--- config.mk ---
export PLATFORM = sky130hd
export DESIGN_NAME = dpm_page_ctrl
export DESIGN_NICKNAME = d
export VERILOG_FILES = /design/src/rtl/dpm_pkg.sv /design/src/rtl/dpm_timer.sv /design/src/rtl/dpm_hit_cnt.sv /design/src/rtl/dpm_addr_split.sv /design/src/rtl/dpm_page_ctrl.sv
export SDC_FILE = /design/constraint.sdc
export NUM_CORES = 1
export LEC_CHECK = 0
export CORE_ASPECT_RATIO = 1.1
export CORE_UTILIZATION = 60
export DETAILED_ROUTE_END_ITERATION = 8
export DONT_BUFFER_PORTS = 1
export GPL_ROUTABILITY_DRIVEN = 0
export MAX_ROUTING_LAYER = met4
export PLACE_DENSITY = 0.74
export SLEW_MARGIN = 20
export SYNTH_ARGS = -nofsm -noshare
export SYNTH_HDL_FRONTEND = slang
export SYNTH_SLANG_ARGS = --single-unit
--- constraint.sdc ---
create_clock -name clk -period 6 [get_ports clk]
set_input_delay 0.6 -clock clk [delete_from_list [all_inputs] [get_ports clk]]
set_output_delay 0.6 -clock clk [all_outputs]
set_load 0.02 [all_outputs]
--- src/rtl/dpm_pkg.sv ---
package dpm_pkg;

   typedef enum logic [2:0] {
      ST_IDLE,
      ST_RCD,
      ST_CAS,
      ST_CASH,
      ST_OPEN,
      ST_PRE
   } dpm_state_e;

endpackage

--- src/rtl/dpm_timer.sv ---
module dpm_timer #(
   parameter int CNT_W = 2
) (
   input  logic             clk,
   input  logic             rst_n,
   input  logic             load,
   input  logic [CNT_W-1:0] load_val,
   output logic             expired
);

   logic [CNT_W-1:0] cnt;

   always_ff @(posedge clk or negedge rst_n) begin
      if (!rst_n) begin
         cnt <= '0;
      end else if (load) begin
         cnt <= load_val;
      end else if (cnt != '0) begin
         cnt <= cnt - 1'b1;
      end
   end

   assign expired = (cnt == '0);

endmodule

--- src/rtl/dpm_hit_cnt.sv ---
module dpm_hit_cnt #(
   parameter int MAX_HITS = 200,
   localparam int HIT_W = $clog2(MAX_HITS + 1)
) (
   input  logic             clk,
   input  logic             rst_n,
   input  logic             clear,
   input  logic             inc,
   output logic [HIT_W-1:0] cnt,
   output logic             at_limit
);

   always_ff @(posedge clk or negedge rst_n) begin
      if (!rst_n) begin
         cnt <= '0;
      end else if (clear) begin
         cnt <= '0;
      end else if (inc && !at_limit) begin
         cnt <= cnt + 1'b1;
      end
   end

   assign at_limit = (cnt == HIT_W'(MAX_HITS));


   hit_bound_chk: assert property (@(posedge clk) disable iff (!rst_n)
      cnt <= HIT_W'(MAX_HITS));

endmodule

--- src/rtl/dpm_addr_split.sv ---
module dpm_addr_split #(
   parameter int ROW_W = 10,
   parameter int COL_W = 10,
   localparam int ADDR_W = ROW_W + COL_W,
   localparam int MUX_W  = (ROW_W > COL_W) ? ROW_W : COL_W
) (
   input  logic [ADDR_W-1:0] req_addr,
   input  logic [ROW_W-1:0]  open_row,
   input  logic              open_vld,
   input  logic [ROW_W-1:0]  lat_row,
   input  logic [COL_W-1:0]  lat_col,
   output logic [ROW_W-1:0]  req_row,
   output logic [COL_W-1:0]  req_col,
   output logic              row_hit,
   output logic [MUX_W-1:0]  row_bus,
   output logic [COL_W-1:0]  col_raw,
   output logic [MUX_W-1:0]  col_bus
);

   assign req_col = req_addr[COL_W-1:0];
   assign req_row = req_addr[ADDR_W-1:COL_W];
   assign row_hit = open_vld && (req_row == open_row);
   assign col_raw = lat_col;

   generate
      if (ROW_W == COL_W) begin : g_same
         assign row_bus = lat_row;
         assign col_bus = lat_col;
      end else if (ROW_W > COL_W) begin : g_row_wide
         assign row_bus = lat_row;
         assign col_bus = {{(ROW_W - COL_W){1'b0}}, lat_col};
      end else begin : g_col_wide
         assign row_bus = {{(COL_W - ROW_W){1'b0}}, lat_row};
         assign col_bus = lat_col;
      end
   endgenerate

endmodule

--- src/rtl/dpm_page_ctrl.sv ---
module dpm_page_ctrl
   import dpm_pkg::*;
#(
   parameter int ROW_W    = 10,
   parameter int COL_W    = 10,
   parameter int DATA_W   = 16,
   parameter int T_RCD    = 2,
   parameter int T_CAS    = 2,
   parameter int T_CASH   = 1,
   parameter int T_PRE    = 2,
   parameter int MAX_HITS = 200
) (
   input  logic                                      clk,
   input  logic                                      rst_n,
   input  logic                                      req_valid,
   output logic                                      req_ready,
   input  logic                                      req_write,
   input  logic [ROW_W+COL_W-1:0]                    req_addr,
   input  logic [DATA_W-1:0]                         req_wdata,
   output logic                                      rsp_valid,
   output logic [DATA_W-1:0]                         rsp_rdata,
   output logic                                      dram_ras_n,
   output logic                                      dram_cas_n,
   output logic                                      dram_we_n,
   output logic [((ROW_W > COL_W) ? ROW_W : COL_W)-1:0] dram_addr,
   output logic [DATA_W-1:0]                         dram_dq_out,
   output logic                                      dram_dq_oe,
   input  logic [DATA_W-1:0]                         dram_dq_in
);

   localparam int ADDR_W = ROW_W + COL_W;
   localparam int MUX_W  = (ROW_W > COL_W) ? ROW_W : COL_W;
   localparam int T_M1   = (T_RCD > T_CAS) ? T_RCD : T_CAS;
   localparam int T_M2   = (T_CASH > T_PRE) ? T_CASH : T_PRE;
   localparam int T_MAX  = (T_M1 > T_M2) ? T_M1 : T_M2;
   localparam int CNT_W  = $clog2(T_MAX + 1);
   localparam int HIT_W  = $clog2(MAX_HITS + 1);

   // elaboration-time parameter checks
   if (T_RCD < 1 || T_CAS < 1 || T_CASH < 1 || T_PRE < 1) begin : g_bad_timing
      $error("dpm_page_ctrl: every strobe timing must be at least one cycle");
   end
   if (MAX_HITS < 1) begin : g_bad_hits
      $error("dpm_page_ctrl: MAX_HITS must be at least one");
   end
   if (ROW_W < 1 || COL_W < 1 || DATA_W < 1) begin : g_bad_width
      $error("dpm_page_ctrl: address and data widths must be positive");
   end

   dpm_state_e        st, st_nxt;
   logic              accept;
   logic              pend;
   logic [ROW_W-1:0]  open_row;
   logic              open_vld;
   logic [ROW_W-1:0]  lat_row;
   logic [COL_W-1:0]  lat_col;
   logic              lat_wr;
   logic [DATA_W-1:0] lat_wdata;
   logic [ROW_W-1:0]  req_row;
   logic [COL_W-1:0]  req_col;
   logic              row_hit;
   logic [MUX_W-1:0]  row_bus;
   logic [COL_W-1:0]  col_raw;
   logic [MUX_W-1:0]  col_bus;
   logic              tmr_load;
   logic [CNT_W-1:0]  tmr_val;
   logic              tmr_exp;
   logic              hit_clr;
   logic              hit_inc;
   logic [HIT_W-1:0]  hit_cnt;
   logic              hit_at_lim;
   logic              row_open_go;

   dpm_addr_split #(
      .ROW_W (ROW_W),
      .COL_W (COL_W)
   ) i_split (
      .req_addr (req_addr),
      .open_row (open_row),
      .open_vld (open_vld),
      .lat_row  (lat_row),
      .lat_col  (lat_col),
      .req_row  (req_row),
      .req_col  (req_col),
      .row_hit  (row_hit),
      .row_bus  (row_bus),
      .col_raw  (col_raw),
      .col_bus  (col_bus)
   );

   dpm_timer #(
      .CNT_W (CNT_W)
   ) i_timer (
      .clk      (clk),
      .rst_n    (rst_n),
      .load     (tmr_load),
      .load_val (tmr_val),
      .expired  (tmr_exp)
   );

   dpm_hit_cnt #(
      .MAX_HITS (MAX_HITS)
   ) i_hits (
      .clk      (clk),
      .rst_n    (rst_n),
      .clear    (hit_clr),
      .inc      (hit_inc),
      .cnt      (hit_cnt),
      .at_limit (hit_at_lim)
   );

   // next-state selection
   always_comb begin
      st_nxt = st;
      unique case (st)
         ST_IDLE: if (req_valid) st_nxt = ST_RCD;
         ST_RCD:  if (tmr_exp) st_nxt = ST_CAS;
         ST_CAS:  if (tmr_exp) st_nxt = ST_CASH;
         ST_CASH: if (tmr_exp) st_nxt = hit_at_lim ? ST_PRE : ST_OPEN;
         ST_OPEN: if (req_valid) st_nxt = row_hit ? ST_CAS : ST_PRE;
         ST_PRE:  if (tmr_exp) st_nxt = pend ? ST_RCD : ST_IDLE;
         default: st_nxt = ST_IDLE;
      endcase
   end

   // phase timer loads on every state change
   always_comb begin
      tmr_load = (st_nxt != st);
      unique case (st_nxt)
         ST_RCD:  tmr_val = CNT_W'(T_RCD - 1);
         ST_CAS:  tmr_val = CNT_W'(T_CAS - 1);
         ST_CASH: tmr_val = CNT_W'(T_CASH - 1);
         ST_PRE:  tmr_val = CNT_W'(T_PRE - 1);
         default: tmr_val = '0;
      endcase
   end

   assign req_ready   = (st == ST_IDLE) || (st == ST_OPEN);
   assign accept      = req_valid && req_ready;
   assign row_open_go = (st == ST_IDLE && accept) || (st == ST_PRE && tmr_exp && pend);
   assign hit_clr     = row_open_go;
   assign hit_inc     = (st == ST_CAS) && tmr_exp;

   always_ff @(posedge clk or negedge rst_n) begin
      if (!rst_n) begin
         st        <= ST_IDLE;
         pend      <= 1'b0;
         open_row  <= '0;
         open_vld  <= 1'b0;
         lat_row   <= '0;
         lat_col   <= '0;
         lat_wr    <= 1'b0;
         lat_wdata <= '0;
         rsp_valid <= 1'b0;
         rsp_rdata <= '0;
      end else begin
         st <= st_nxt;
         if (accept) begin
            lat_row   <= req_row;
            lat_col   <= req_col;
            lat_wr    <= req_write;
            lat_wdata <= req_wdata;
         end
         if (st == ST_OPEN && accept && !row_hit) begin
            pend <= 1'b1;
         end else if (st == ST_PRE && tmr_exp) begin
            pend <= 1'b0;
         end
         if (st == ST_IDLE && accept) begin
            open_row <= req_row;
            open_vld <= 1'b1;
         end else if (st == ST_PRE && tmr_exp && pend) begin
            open_row <= lat_row;
            open_vld <= 1'b1;
         end else if (st_nxt == ST_PRE && st != ST_PRE) begin
            open_vld <= 1'b0;
         end
         rsp_valid <= hit_inc && !lat_wr;
         if (hit_inc && !lat_wr) begin
            rsp_rdata <= dram_dq_in;
         end
      end
   end

   // device pins decoded from the phase
   always_comb begin
      dram_ras_n  = !(st == ST_RCD || st == ST_CAS || st == ST_CASH || st == ST_OPEN);
      dram_cas_n  = (st != ST_CAS);
      dram_we_n   = !(st == ST_CAS && lat_wr);
      dram_dq_oe  = (st == ST_CAS) && lat_wr;
      dram_dq_out = lat_wdata;
      unique case (st)
         ST_RCD:           dram_addr = row_bus;
         ST_CAS, ST_CASH:  dram_addr = col_bus;
         default:          dram_addr = '0;
      endcase
   end


   busy_ready_chk: assert property (@(posedge clk) disable iff (!rst_n)
      !dram_cas_n |-> !req_ready);


   cas_in_row_chk: assert property (@(posedge clk) disable iff (!rst_n)
      !dram_cas_n |-> !dram_ras_n);


   we_in_strobe_chk: assert property (@(posedge clk) disable iff (!rst_n)
      !dram_we_n |-> !dram_cas_n);


   rsp_pulse_chk: assert property (@(posedge clk) disable iff (!rst_n)
      rsp_valid |=> !rsp_valid);


   page_hit_chk: assert property (@(posedge clk) disable iff (!rst_n)
      (st == ST_OPEN && req_valid && row_hit) |=> !dram_cas_n);


   col_field_chk: assert property (@(posedge clk) disable iff (!rst_n)
      (!dram_cas_n) |-> (dram_addr[COL_W-1:0] == col_raw));

endmodule

==> results.md <==
- For this run, design rule violations remaining after detail routing come to 0.
- The min-delay analysis places its worst path in the category in2async.
- The worst setup path is launched from a register.
- The detailed-router iteration count before antenna repair is 4.
- The fraction of the core area covered by cells at the end of the flow is 67.66%.
- The share of the synthesized area in compound gates (AO/OA/AOI/OAI) is 7.377%.
- The largest single stage delay on the critical path is 0.68 ns.
- The count of flip-flops with a built-in enable after synthesis is 0.
- The final count of pins violating max slew is 0.
- The upper clock frequency limit is 339.9 MHz.
- The DRC marker count from the first detailed-route iteration is 222.
- Summed over its instances, the top area cell type makes up 53.47% of the synthesized netlist area.
- The sequential share of the synthesized area is 53.47%.
- The number of max-cap violations is 0.
- The floorplan step defined a core boundary enclosing 5842 um2.
- The die is 76.85 um wide.
- During synthesis, Yosys emitted a total of 0 warnings.
- In the global route stage, met1 resource usage came out at 30.88%.
- Data on the critical path is required at its endpoint by 5.40 ns.
- The H-tree generated during clock tree synthesis spans 3 levels.
- The total area of sequential cells is 1977 um2.
- The TritonCTS clock tree is yes.
- Global routing used 41.56% of the available met2 tracks.
- The fill cell instance count of the final layout is 468.
- The flow ran to the end, and the final reports show no timing, DRC or antenna violations.
- The highest-delay cell along the critical path is nor2_1.
- After clock tree synthesis, the repair step resized 0 gates.
- The critical path goes through inv_1, nor2_1, a22oi_1, nor2_1.
- Summing over every cut layer, the via total after detailed routing is 2671.
- Setup repair after global routing left no endpoint under its margin.
- The post-synthesis area per instance is 9.554 um2.
- In the final timing run, aggregate negative setup slack is 0 ns.
- Headroom to the max-slew limit came out at 37.69%.
- The post-route netlist has 8.763% of its cells at a drive strength greater than 1.
- The flip-flop and latch count after synthesis is 79.
- The simple-gate portion of the synthesized area is 22.54%.
- The total overflow reported by the global router is 0.
- The die height is 84.33 um.
- The number of buffers inserted during clock tree synthesis is 9.
- The total detailed-routing wirelength is 7342 um.
- The synthesized netlist devotes 1.015% of its cell area to adder and majority cells.
- Ranked by total cell area, the synthesized netlist is headed by dfrtp_1 53%, nand2_1 14%, mux2_1 4.9%.
- The data arrival time of the worst path is 2.34 ns.
- The cts-stage hold buffer count is 1.
- The largest fanout on the critical path is 13.
- The minimum clock period is 2.942 ns.
- The post-synth design cell area is 3697 um2.
- The global-route wire length before repair is 12420 um.
- The number of buffers on the longest clock path is 2.
- Entering global routing, the biggest net connects 80 pins.
- After routing the design area is 3953 um2.
- The post-synth net total is 446.
- The prevailing post-synth register cell is dfrtp_1.
- The count of nets left with antenna violations once routing finished came out at 0.
- Among the stages of the critical path, the cell type that occurs most often is nor2_1.
- Detailed placement finished with a half-perimeter wire length of 4906 um.
- The placed standard-cell area is 3739 um2.
- Clock latency on the worst-skew pair, taken at its later pin, is 0.35 ns.
- By area, the combinational part of the netlist is dominated by simple AND/OR/NAND/NOR gates.
- The CTS clock-pin slew for the worst setup and hold paths is 0.08 ns.
- The tree is rooted in a clkbuf_8.
- The final count of hold timing violations is 0.
- After synthesis, the most frequently instantiated cells are 139 x nand2_1, 79 x dfrtp_1, 24 x nor2_1, 16 x mux2_1.
- The layer flagged by global routing as most heavily used is met2.
- During placement, the flow inserted port buffers numbering 0.
- In the post-synthesis netlist, the cell with the most instances is nand2_1.
- The synthesized netlist devotes 4.501% of its cell area to XOR and XNOR gates.
- Clock skew on the completed layout was measured at 0.01024 ns.
- Dividing the detail-routed via count by the number of cells gives 5.744.
- The maximum vdd drop is 296.7 uV.
- The power density relative to cell area is 576.9 nW/um2.
- The area occupied by multi-input gates is 1619 um2.
- Synthesis produced 387 cells.
- The number of placement rows is 29.
- The path type of the worst setup path is reg2out.
- Summed over all cells, the static leakage comes to 1.946 nW.
- The multiplexer share of the synthesized area is 8.156%.
- In the final design database the tool counted 442 nets.
- The die covers 6480 um2.
- The initial utilization of the core area, before any placement, comes to 63.29%.
- The count of clock tree sinks is 79.
- The number of global-route vias before repair came to 2665.
- The final setup violation count is 0.
- The antenna diode count is 0.
- The average detailed-routed wire length per instance is 15.79 um.
- The worst setup path is captured at a primary output.
- The fraction of synthesis flops using an asynchronous set or reset pin is 100.0%.
- The initial antenna violation count is 0.
- For the pin with the worst max-slew slack, the measured transition is 0.9347 ns.
- 104 I/O pins were placed.
- Dividing the final minimum period by the clock period gives 49.03%.
- After synthesis, the netlist uses 46 different library cells.
- The post-CTS setup repair buffer count is 0.
- Global routing consumed, on the met3 layer, 5.761% of the routing resources.
- The synthesis-to-finish area growth is 6.904%.
- The post-synthesis cell type with the largest combined area is dfrtp_1.
- Global routing used 25.77% of the available tracks across all layers.
worst max-delay path: cells and delay by family (launching register included):
kind,cells,cell delay (ns)
and+or+nand+nor,2,1.07
DFF,1,0.59
buffers and inverters,1,0.19
AOI/OAI and AO/OA,1,0.15
registers in the layout, indices dropped and copies added, names as in the netlist:
name,flops
open_vld,1
lat_row,10
dram_dq_out,16
rsp_rdata,16
pend,1
lat_wr,1
i_hits.cnt,8
rsp_valid,1
st,3
open_row,10
i_timer.cnt,2
lat_col,10
cells in the final DEF (no fill, tap or decap), types with 3 or more instances in the layout:
cell type / netlist / final
nand2_1: 139 / 139
dfrtp_1: 79 / 79
nor2_1: 24 / 23
mux2_1: 16 / 16
xnor2_1: 12 / 12
mux2i_1: 11 / 11
clkbuf_8: 0 / 11
a22oi_1: 10 / 10
o21ai_1: 10 / 10
inv_1: 7 / 7
xor2_1: 7 / 7
nand3_1: 6 / 6
nand4_1: 5 / 5
nor4_1: 3 / 3
ha_1: 3 / 3
through the flow:
step                cells  hold WS [ns]  power (mW)  setup slack (ns)
detailed placement    448        0.3060       1.910             3.155
floorplan             387        0.3044       1.745             4.069
finish                465        0.1316       2.280             3.058
CTS                   465        0.1444       2.289             3.073
global route          465        0.1415       2.435             2.899
global placement      448        0.3058       1.880             3.235
where the power goes:
group | internal (mW) | switching, mW | leakage, nW
registers | 0.772 | 0.351 | 0.980
logic | 0.309 | 0.480 | 0.876
clock network | 0.174 | 0.194 | 0.0890
total | 1.25 | 1.03 | 1.95
worst paths after layout:
| path | depth (start not counted) | endpoint | startpoint | slack, ns |
|---|---|---|---|---|
| max in group asynchronous | 1 | lat_col[6]$_DFFE_PN0P_ | rst_n | 5.55 |
| setup reg to reg | 5 | rsp_rdata[4]$_DFFE_PN0P_ | st[2]$_DFF_PN0_ | 3.46 |
| hold / removal | 1 | rsp_rdata[6]$_DFFE_PN0P_ | rst_n | 0.13 |
| setup / recovery | 4 | dram_addr[9] | st[0]$_DFF_PN0_ | 3.06 |
| hold reg to reg | 2 | lat_col[4]$_DFFE_PN0P_ | lat_col[4]$_DFFE_PN0P_ | 0.49 |
| min in group clk | 2 | dram_dq_out[9]$_DFFE_PN0P_ | req_wdata[9] | 0.35 |
metal layers:
| metal | vias to the layer above | wire length, um |
|---|---|---|
| li1 | 1277 | - |
| met1 | 1293 | 3150 |
| met2 | 87 | 3569 |
| met3 | 14 | 477 |
| met4 | 0 | 146 |
| met5 | - | 0 |
area by class of cell:
cell class | count | area share, %
tap | 77 | 2.437
timing repair buffer | 3 | 1.076
sequential | 79 | 50.02
multi-input combinational | 281 | 40.96
clock inverter | 4 | 0.7281
inverter | 9 | 0.8547
clock buffer | 12 | 3.925
cells by family (layout without fill, tap and decap cells):
logic type,Yosys count,count (layout)
compound gates,37,37
fa+ha+maj,3,3
xor+xnor,19,19
simple gates,194,194
flops,79,79
buf+inv,27,28
mux,28,28
Note: power is estimated with default switching activity, not from simulation.
